$ cat config.mk
export PLATFORM = sky130hd
export DESIGN_NAME = bcd_countdown_timer
export DESIGN_NICKNAME = d
export VERILOG_FILES = /design/src/rtl/cdt_pkg.sv /design/src/rtl/cdt_subsec.sv /design/src/rtl/cdt_bcd_dec.sv /design/src/rtl/cdt_field_merge.sv /design/src/rtl/bcd_countdown_timer.sv
export SDC_FILE = /design/constraint.sdc
export NUM_CORES = 1
export LEC_CHECK = 0
export BUFFER_PORTS_ARGS = -buffer_cell sky130_fd_sc_hd__buf_2
export CELL_PAD_IN_SITES_DETAIL_PLACEMENT = 0
export CELL_PAD_IN_SITES_GLOBAL_PLACEMENT = 1
export CORE_ASPECT_RATIO = 1.4
export CORE_MARGIN = 1
export CORE_UTILIZATION = 47
export DETAILED_ROUTE_END_ITERATION = 12
export PLACE_DENSITY_LB_ADDON = 0.2
export SYNTH_ARGS = -nofsm -noshare
export SYNTH_HDL_FRONTEND = slang
export SYNTH_SLANG_ARGS = --single-unit
$ cat constraint.sdc
create_clock -name clk_i -period 4.6 [get_ports clk_i]
set_clock_uncertainty 0.1 [all_clocks]
set_input_delay 0.46 -clock clk_i [delete_from_list [all_inputs] [get_ports clk_i]]
set_output_delay 0.46 -clock clk_i [all_outputs]
set_load 0.005 [all_outputs]
$ cat src/rtl/cdt_pkg.sv
package cdt_pkg;
  localparam int FIELD_W = 8;
  localparam int NUM_FIELDS = 3;
  localparam int TIME_W = FIELD_W * NUM_FIELDS;
  localparam int RUN_BIT = 24;
  localparam int TRIG_BIT = 25;
  localparam logic [FIELD_W-1:0] KEEP_CODE = 8'hFF;
  localparam logic [31:0] RESUME_CODE = 32'h0100_0000;
  typedef logic [TIME_W-1:0] hms_t;
endpackage

$ cat src/rtl/cdt_subsec.sv
module cdt_subsec #(
  parameter int SUB_W = 8
) (
  input  logic clk_i,
  input  logic rst_ni,
  input  logic adv_i,
  input  logic clr_i,
  output logic wrap_o
);
  logic [SUB_W-1:0] cnt_q;

  assign wrap_o = adv_i & (&cnt_q);

  always_ff @(posedge clk_i or negedge rst_ni) begin
    if (!rst_ni)     cnt_q <= '0;
    else if (clr_i)  cnt_q <= '0;
    else if (adv_i)  cnt_q <= cnt_q + 1'b1;
  end
endmodule

$ cat src/rtl/cdt_bcd_dec.sv
module cdt_bcd_dec
  import cdt_pkg::*;
(
  input  hms_t t_i,
  output hms_t t_o,
  output logic zero_o
);
  logic [NUM_FIELDS:0] borrow;
  assign borrow[0] = 1'b1;

  for (genvar f = 0; f < NUM_FIELDS; f++) begin : g_field
    localparam logic [FIELD_W-1:0] WRAP = (f < NUM_FIELDS - 1) ? 8'h59 : 8'h99;
    logic [FIELD_W-1:0] v, r;
    assign v = t_i[f*FIELD_W +: FIELD_W];
    always_comb begin
      r = v;
      borrow[f+1] = 1'b0;
      if (borrow[f]) begin
        if (v == '0) begin
          r = WRAP;
          borrow[f+1] = 1'b1;
        end else if (v[3:0] == 4'h0) begin
          r = {v[7:4] - 4'h1, 4'h9};
        end else begin
          r = {v[7:4], v[3:0] - 4'h1};
        end
      end
    end
    assign t_o[f*FIELD_W +: FIELD_W] = r;
  end

  assign zero_o = (t_o == '0);
endmodule

$ cat src/rtl/cdt_field_merge.sv
module cdt_field_merge
  import cdt_pkg::*;
(
  input  hms_t cur_i,
  input  hms_t wr_i,
  output hms_t out_o
);
  for (genvar f = 0; f < NUM_FIELDS; f++) begin : g_field
    assign out_o[f*FIELD_W +: FIELD_W] =
      (wr_i[f*FIELD_W +: FIELD_W] == KEEP_CODE) ? cur_i[f*FIELD_W +: FIELD_W]
                                                : wr_i[f*FIELD_W +: FIELD_W];
  end
endmodule

$ cat src/rtl/bcd_countdown_timer.sv
module bcd_countdown_timer
  import cdt_pkg::*;
#(
  parameter int SUB_W = 8
) (
  input  logic        clk_i,
  input  logic        rst_ni,
  input  logic        frac_carry_i,
  input  logic        wr_en_i,
  input  logic [31:0] wr_data_i,
  output logic [31:0] rd_data_o,
  output logic        irq_o
);
  hms_t time_q, time_d, last_q, last_d, dec_time, merged;
  logic run_q, run_d, trig_q, trig_d, irq_q;
  logic dec_zero, sub_adv, sub_clr, sec_tick, expire;
  logic wr_zero, wr_resume, time_zero;

  assign wr_zero   = (wr_data_i == 32'h0);
  assign wr_resume = (wr_data_i == RESUME_CODE);
  assign time_zero = (time_q == '0);
  assign sub_adv   = run_q & frac_carry_i & ~wr_en_i;

  cdt_subsec #(.SUB_W(SUB_W)) u_subsec (
    .clk_i  (clk_i),
    .rst_ni (rst_ni),
    .adv_i  (sub_adv),
    .clr_i  (sub_clr),
    .wrap_o (sec_tick)
  );

  cdt_bcd_dec u_dec (
    .t_i    (time_q),
    .t_o    (dec_time),
    .zero_o (dec_zero)
  );

  cdt_field_merge u_merge (
    .cur_i (time_q),
    .wr_i  (wr_data_i[TIME_W-1:0]),
    .out_o (merged)
  );

  always_comb begin
    time_d  = time_q;
    run_d   = run_q;
    trig_d  = trig_q;
    last_d  = last_q;
    sub_clr = 1'b0;
    expire  = 1'b0;
    if (wr_en_i) begin
      trig_d = 1'b0;
      if (wr_zero) begin
        if (run_q) begin
          run_d = 1'b0;
        end else if (time_zero) begin
          time_d  = last_q;
          sub_clr = 1'b1;
        end
      end else if (wr_resume) begin
        if (!run_q && !time_zero) begin
          run_d  = 1'b1;
          last_d = time_q;
        end
      end else begin
        time_d  = merged;
        sub_clr = 1'b1;
        run_d   = wr_data_i[RUN_BIT] && (merged != '0);
        if (run_d) last_d = merged;
      end
    end else if (sec_tick) begin
      time_d = dec_time;
      if (dec_zero) begin
        run_d  = 1'b0;
        trig_d = 1'b1;
        expire = 1'b1;
      end
    end
  end

  always_ff @(posedge clk_i or negedge rst_ni) begin
    if (!rst_ni) begin
      time_q <= '0;
      last_q <= '0;
      run_q  <= 1'b0;
      trig_q <= 1'b0;
      irq_q  <= 1'b0;
    end else begin
      time_q <= time_d;
      last_q <= last_d;
      run_q  <= run_d;
      trig_q <= trig_d;
      irq_q  <= expire;
    end
  end

  assign rd_data_o = {6'b0, trig_q, run_q, time_q};
  assign irq_o     = irq_q;

  p_irq_single_r3: assert property (@(posedge clk_i) disable iff (!rst_ni)
    irq_o |=> !irq_o);

  p_irq_state_r3: assert property (@(posedge clk_i) disable iff (!rst_ni)
    irq_o |-> (rd_data_o[TRIG_BIT] && !rd_data_o[RUN_BIT] && rd_data_o[TIME_W-1:0] == '0));

  p_trig_clear_r4: assert property (@(posedge clk_i) disable iff (!rst_ni)
    wr_en_i |=> !rd_data_o[TRIG_BIT]);

  p_pause_hold_r5: assert property (@(posedge clk_i) disable iff (!rst_ni)
    (wr_en_i && wr_zero && run_q) |=>
      (!rd_data_o[RUN_BIT] && $stable(rd_data_o[TIME_W-1:0])));

  p_keep_sec_r9: assert property (@(posedge clk_i) disable iff (!rst_ni)
    (wr_en_i && !wr_zero && !wr_resume && wr_data_i[7:0] == KEEP_CODE) |=>
      $stable(rd_data_o[7:0]));

  p_no_carry_hold_r2: assert property (@(posedge clk_i) disable iff (!rst_ni)
    (!wr_en_i && !frac_carry_i) |=> $stable(rd_data_o[TIME_W-1:0]));
endmodule

==> summary.md, run 1 <==
| Metric | Value |
|---|---|
| Worst Path Max Fanout | 16 |
| Worst-path clk slew | ~0.050 ns |
| Initial Util | 48.6% |
| FP Rows | roughly 40 |
| Layout cells sized above 1 | 20.2% |
| Crit end category | flip-flop |
| Number of synthesized flops with an enable pin | 0 |
| CP Depth | 9 |
| Via density | 6.58 |
| Nets | roughly 600 |
| Post-DP Area | 0.00477 mm² |
| I/O pin count | between 60 and 70 |
| Fin crit period | between 3 and 4 ns |
| Leak pwr | between 2 and 2.5 nW |
| Netlist cell types | between 70 and 80 |
| CP max stage cell | nor2_1 |
| Vias | between 4,000 and 5,000 |
| Global route overflow | 0 |
| Initial antenna violation count | 0 |
| Hold WC Path Type | input port to asynchronous set/reset pin |
| YS warnings | 0 |
| Final Hold Fails | 0 |
| Worst-case reg-to-reg path depth | 9 |
| DIE AREA | 0.00978 mm² |
| Initial DRC Count | 330 |
| Synthesized instance count | between 500 and 600 |
| Post-Route WL | 14,400 µm |
| Design area | between 0.005 and 0.006 mm² |
| Setup violators final | 0 |
| Residual DRC count | 7 |
| Peak VDD IR | between 150 and 200 µV |
| Critical Path RT | roughly 4.7 ns |
| TritonCTS Buffers | 9 |
| Chip width | between 80 and 90 µm |
| Clock root cell | clkbuf_16 |
| Main flop type after synthesis | dfrtp_1 |
| Fin crit share | slightly below 80% |
| WS Path Type | flip-flop to flip-flop |
| Avg Cell Area, Syn | ~8.5 µm² |
| Synth async-reset ratio | between 90% and 100% |
| Max Cap Viol | 0 |
| CTS Sinks | between 50 and 60 |
| Vias in the first global route | ~4,400 |
| Data arrival, critical path | around 3.7 ns |
| Worst Slack Setup Final | around 1.1 ns |
| Top cell family by delay on the critical path | simple AND/OR/NAND/NOR gates |
| First drt pass iteration count | 8 |
| Synthesis-stage register bit count | between 50 and 60 |
| Hold buffers post-CTS | 0 |
| Antenna-violating nets left | 0 |
| Routed len/inst | around 21 µm |
| I/O Buffers | between 60 and 70 |
| Total Neg Setup Slack | 0 ns |
| Post-synthesis sequential area ratio | approximately a third |
| CP peak stage delay | between 0.7 and 0.8 ns |
| Final HPWL DP | ~10,000 µm |
| Pwr Density | approximately 340 mW/mm² |
| Max clock buf depth | 2 |
| Slew HR | 24.6% |
| Core Region | slightly above 0.009 mm² |
| Skew-Pair Late Insertion Delay | approximately 0.34 ns |
| Post-cts sizing count | 0 |
| First-pass GRT wire length | around 24,000 µm |
| Diode count | 0 |
| Final GP Congestion | approximately 0.95 |
| Most used cell, CP | and4_1 |
| Htree depth | 3 |
| Failing checks | DRC |
| FMAX | roughly 280 MHz |
| Count of pins over their slew limit | 0 |
| Total GRT Usage | 31.6% |
| Slew at the pin closest to its max-slew limit | ~1.1 ns |
| Outcome | finished, violations left |
| CP startpoint kind | flip-flop |
| CP Cell Sequence | inv_1 -> ha_1 -> nor3b_2 -> and4_1 -> and4_1 -> o21a_1 -> buf_4 -> nor2_1 -> mux2_2 |
| Worst slack at placement | roughly 0.95 ns |
| Post-CTS Repair Setup Buffers | 0 |
| Syn Std Cell Area | ~0.0044 mm² |
| Synth-to-Final Area Change | 14.6% |
| Finished Layout Cells | about 680 |
| Buf/Inv on CP | 2 |
| TritonCTS clock tree | built |
| RSZ-0062 raised after global routing | false |
| Chip height | roughly 120 µm |
| Cells after DPL | approximately 660 |
| Largest net degree at the start of global routing | 60 |
## through the flow
| stage | util, % | total power (W) | hold slack [ns] |
|---|---|---|---|
| 3_5_place_dp | 52.5 | 0.00107 | 0.369 |
| 4_1_cts | 55.6 | 0.00171 | 0.227 |
| 6_report | 55.6 | 0.00171 | 0.181 |
| 2_1_floorplan | - | 0.000915 | 0.0644 |
| 5_1_grt | 55.6 | 0.00179 | 0.263 |
| 3_3_place_gp | 52.5 | 0.00106 | 0.366 |
## registers in the layout, indices dropped and copies added (netlist names)
signal / count
time_q: 24
irq_o: 1
trig_q: 1
u_subsec.cnt_q: 8
last_q: 24
run_q: 1
## kinds of logic (layout without fill, tap and decap cells)
group	after synthesis	count (layout)	synth area share (%)
adders and majority gates	10	10	2.84
xor gates and xnor gates	7	7	1.39
muxes	35	35	8.17
buffers and inverters	82	129	8.14
other	1	6	0.0850
DFF	59	59	33.5
and+or+nand+nor	172	172	21.3
AOI/OAI and AO/OA	152	152	24.6
## synthesized netlist by cell type, types with 10 or more instances
cell type | number | area (µm²)
o22ai_1 | 28 | 175
o31ai_1 | 23 | 173
ha_1 | 10 | 125
buf_4 | 10 | 75.1
a31oi_1 | 11 | 68.8
nor3_1 | 17 | 85.1
nand2_1 | 28 | 105
inv_1 | 41 | 154
a21oi_1 | 21 | 105
nor2_1 | 44 | 165
dfrtp_1 | 59 | 1480
clkbuf_1 | 25 | 93.8
nand3_1 | 15 | 75.1
nand4_1 | 18 | 113
nor4_1 | 11 | 68.8
mux2i_1 | 27 | 270
## worst register-to-register path: stages, from the launching register on
cell and delay, ns:
dfrtp_1 0.53, inv_1 0.12, ha_1 0.30, nor3b_2 0.24, and4_1 0.35, and4_1 0.24
o21a_1 0.17, buf_4 0.19, nor2_1 0.78, mux2_2 0.42
## report_power, final
part | switching, W | internal [W]
sequential | 0.0000993 | 0.000586
combinational | 0.000217 | 0.000163
clock | 0.000239 | 0.000403
## layout make-up
type / instances / area [µm²]
tap: 107 / 134
timing repair buffer: 73 / 393
inverter: 41 / 154
clock inverter: 2 / 10.0
fill: 879 / 4030
clock buffer: 13 / 270
multi-input combinational: 382 / 2610
sequential: 59 / 1480
## placed cells by master (no fill, tap or decap), drive strengths merged, types with 15 or more instances in the layout
cell type	instances
a21oi	21
buf	73
dfrtp	59
inv	41
mux2i	27
nand2	28
nand3	15
nand4	18
nor2	44
nor3	17
o22ai	28
o31ai	23
## metal layers
metal  wire (µm)  share of wire, %  vias to the layer above  GRT usage, %
met4         576               4.0                        0          16.3
li1            -                 -                     2060             -
met2        6960                48                      192          52.8
met1        6110                42                     2159          39.6
met5           0                 0                        -             0
met3         778               5.4                       45          5.23
## worst paths after layout
| path | startpoint | end | slack (ns) |
|---|---|---|---|
| worst max-delay path | time_q[4]$_DFFE_PN0P_ | time_q[5]$_DFFE_PN0P_ | 1.05 |
| worst min-delay path | rst_ni | time_q[22]$_DFFE_PN0P_ | 0.18 |
| worst max register to register | time_q[4]$_DFFE_PN0P_ | time_q[5]$_DFFE_PN0P_ | 1.05 |
| worst min register to register | trig_q$_DFFE_PN0P_ | trig_q$_DFFE_PN0P_ | 0.37 |
| max in group asynchronous | rst_ni | time_q[11]$_DFFE_PN0P_ | 3.66 |
| min in group clk_i | trig_q$_DFFE_PN0P_ | trig_q$_DFFE_PN0P_ | 0.37 |
Note: power is estimated with default switching activity, not from simulation.
==> run 2: changes to the inputs <==
--- a/config.mk
+++ b/config.mk
@@ -10,7 +10,7 @@
 export CELL_PAD_IN_SITES_GLOBAL_PLACEMENT = 1
 export CORE_ASPECT_RATIO = 1.4
 export CORE_MARGIN = 1
-export CORE_UTILIZATION = 47
+export CORE_UTILIZATION = 43
 export DETAILED_ROUTE_END_ITERATION = 12
 export PLACE_DENSITY_LB_ADDON = 0.2
 export SYNTH_ARGS = -nofsm -noshare
==> constraint.sdc (replaced) <==
create_clock -name clk_i -period 3.6 [get_ports clk_i]
set_clock_uncertainty 0.1 [all_clocks]
set_input_delay 0.36 -clock clk_i [delete_from_list [all_inputs] [get_ports clk_i]]
set_output_delay 0.36 -clock clk_i [all_outputs]
set_load 0.005 [all_outputs]
==> run 2 against run 1 <==
Net effect:
- the run now ends clean
- via count is 0.29% lower
- critical path depth is 3 lower
- total power is 32% higher
- fmax is 11% higher
- first-iteration DRC count is 18% lower
- combinational power is 31% higher
- final cell count is 5.8% higher
- hold slack worse by 0.16 ns
- setup slack worse by 0.66 ns
- clock power is 37% higher
- utilization is 3.6 points lower
- global-route usage is 2.5 points lower
- critical endpoint is now run_q$_DFFE_PN0P_
- largest power group is now the clock network
==> summary.md, run 2 (synthesized netlist as in run 1, its figures left out) <==
| Metric | Value |
|---|---|
| Max Cap Viol | 0 |
| Slew HR | approximately 45% |
| Vias | 4,443 |
| Antenna-violating nets left | 0 |
| Met3 Wirelength | roughly 730 µm |
| Setup violators final | 0 |
| Crit end category | flip-flop |
| Post-cts sizing count | 0 |
| Vias in the first global route | roughly 4,300 |
| Fin crit share | 89.1% |
| Largest net degree at the start of global routing | just over 50 |
| Worst Path Max Fanout | 15 |
| First-pass GRT wire length | 22,900 µm |
| Clk pwr share | between 30% and 40% |
| Post-Route WL | between 10,000 and 15,000 µm |
| Via density | approximately 6.2 |
| First drt pass iteration count | 5 |
| WL met1 | between 6000 and 7000 µm |
| Most frequent cells in the layout | buf_2, dfrtp_1, nor2_1 |
| Hold WC Path Type | input port to asynchronous set/reset pin |
| Core Region | 0.00995 mm² |
| Sw frac | between 30% and 40% |
| Pwr Density | 434 mW/mm² |
| Max Used Layer | met4 |
| Sequential power share | roughly two fifths |
| CP startpoint kind | flip-flop |
| CP Cell Sequence | nor4_4 -> and4_1 -> mux2i_1 -> or4_1 -> nor4_2 -> o21bai_1 |
| Worst Slack Setup Final | ~0.4 ns |
| Clock root cell | clkbuf_16 |
| Total GRT Usage | just under 30% |
| Initial antenna violation count | 1 |
| Nets | 621 |
| Slew at the pin closest to its max-slew limit | between 0.8 and 0.9 ns |
| Total Neg Setup Slack | 0 ns |
| Critical Path RT | approximately 3.7 ns |
| CP Launch Point | time_q[1]$_DFFE_PN0P_ |
| Skew-Pair Late Insertion Delay | 0.34 ns |
| Design area | ~0.0052 mm² |
| I/O pin count | 69 |
| RSZ-0062 raised after global routing | false |
| Finished Layout Cells | about 720 |
| Initial Util | about 44% |
| Final GP Congestion | around 0.9 |
| Worst-path clk slew | about 0.06 ns |
| Int Pwr | between 0.0015 and 0.002 W |
| TritonCTS clock tree | built |
| Cells after DPL | between 600 and 700 |
| # fillers | 970 |
| Buf/Inv on CP | 0 |
| Total power | about 0.0022 W |
| R2r endpoint | run_q$_DFFE_PN0P_ |
| Final HPWL DP | around 11,000 µm |
| TritonCTS Buffers | 9 |
| Count of pins over their slew limit | 0 |
| Routed len/inst | a little over 20 µm |
| Htree depth | 3 |
| Comb power frac | roughly 22% |
| Data arrival, critical path | approximately 3.3 ns |
| Max clock buf depth | 2 |
| Synth-to-Final Area Change | 17.5% |
| Worst-case reg-to-reg path depth | 6 |
| Worst R2R Setup Slack | ~0.4 ns |
| Most common cell after layout, fill and taps aside | buf_2 |
| Outcome | finished, final reports clean |
| I/O Buffers | 62 |
| Post-CTS Repair Setup Buffers | 0 |
| Worst slack at placement | roughly 0.45 ns |
| CP peak stage delay | about 0.74 ns |
| Global route overflow | 0 |
| Layout cells sized above 1 | between 20 and 25% |
| Post-DP Area | just under 0.005 mm² |
| Chip height | approximately 120 µm |
| CP max stage cell | nor4_4 |
| Switching pwr | roughly 0.00073 W |
| Initial DRC Count | between 200 and 300 |
| CTS Sinks | 59 |
| Residual DRC count | 0 |
| Reg-to-Reg Start | time_q[1]$_DFFE_PN0P_ |
| Fin crit period | about 3.2 ns |
| WL met2 | 7330 µm |
| Hold buffers post-CTS | 0 |
| Top cell family by delay on the critical path | simple AND/OR/NAND/NOR gates |
| Peak VDD IR | ~230 µV |
| WS Path Type | flip-flop to flip-flop |
| DIE AREA | 0.0107 mm² |
| FMAX | 312 MHz |
| Biggest regs | last_q (24), time_q (24), u_subsec.cnt_q (8) |
| Chip width | between 80 and 90 µm |
| Leak pwr | roughly 2.2 nW |
| Final Hold Fails | 0 |
| FP Rows | 43 |
run 2: changes by cell type in the layout (fill, tap and decap cells not counted), sizes merged:
cell      before  now
diode          0    1
clkinvlp       0    4
bufinv         0    1
clkbuf        13   10
clkinv         2    1
buf           73   82
run 2: per-layer routing:
metal | vias up | track usage (%)
met2 | 171 | 48.6
met5 | - | 0
met1 | 2157 | 35.6
met4 | 0 | 15.8
li1 | 2076 | -
met3 | 39 | 4.47
run 2: power groups by stage:
| stage | logic (W) | clock network, W | registers (W) |
|---|---|---|---|
| final | 0.000497 | 0.000880 | 0.000871 |
| after global placement | 0.000489 | 0 | 0.000877 |
| after CTS | 0.000498 | 0.000889 | 0.000869 |
| after global routing | 0.000550 | 0.000919 | 0.000886 |
| after detailed placement | 0.000496 | 0 | 0.000879 |
| after floorplan | 0.000342 | 0 | 0.000827 |
run 2: stage by stage:
| step | hold slack [ns] | utilization [%] |
|---|---|---|
| after floorplan | -0.0356 | - |
| final | 0.0190 | 52.0 |
| after global routing | 0.0795 | 52.0 |
| after CTS | 0.0465 | 52.0 |
| after global placement | 0.377 | 49.0 |
| after detailed placement | 0.381 | 49.0 |
run 2: worst register-to-register path, delay by kind of cell, from the launching register on:
| family | cells | cell delay [ns] |
|---|---|---|
| muxes | 1 | 0.18 |
| AOI/OAI and AO/OA | 1 | 0.11 |
| DFF | 1 | 0.52 |
| and+or+nand+nor | 4 | 2.17 |
run 2: area by class of cell:
| cell class | instances | area [µm²] | share of cell area, % |
|---|---|---|---|
| multi-input combinational | 382 | 2610 | 50.5 |
| sequential | 59 | 1480 | 28.5 |
| timing repair buffer | 82 | 460 | 8.89 |
| clock buffer | 10 | 239 | 4.61 |
| tap | 135 | 169 | 3.26 |
| inverter | 41 | 154 | 2.97 |
| clock inverter | 6 | 65.1 | 1.26 |
| antenna | 1 | 2.50 | 0.0483 |
run 2: how the worst max path moves through the flow:
stage / slack, ns / end / cells after the start
floorplan: 0.88 / run_q$_DFFE_PN0P_ / 8
global placement: 0.53 / time_q[11]$_DFFE_PN0P_ / 6
detailed placement: 0.45 / run_q$_DFFE_PN0P_ / 6
CTS: 0.43 / run_q$_DFFE_PN0P_ / 6
global route: 0.22 / trig_q$_DFFE_PN0P_ / 6
finish: 0.39 / run_q$_DFFE_PN0P_ / 6
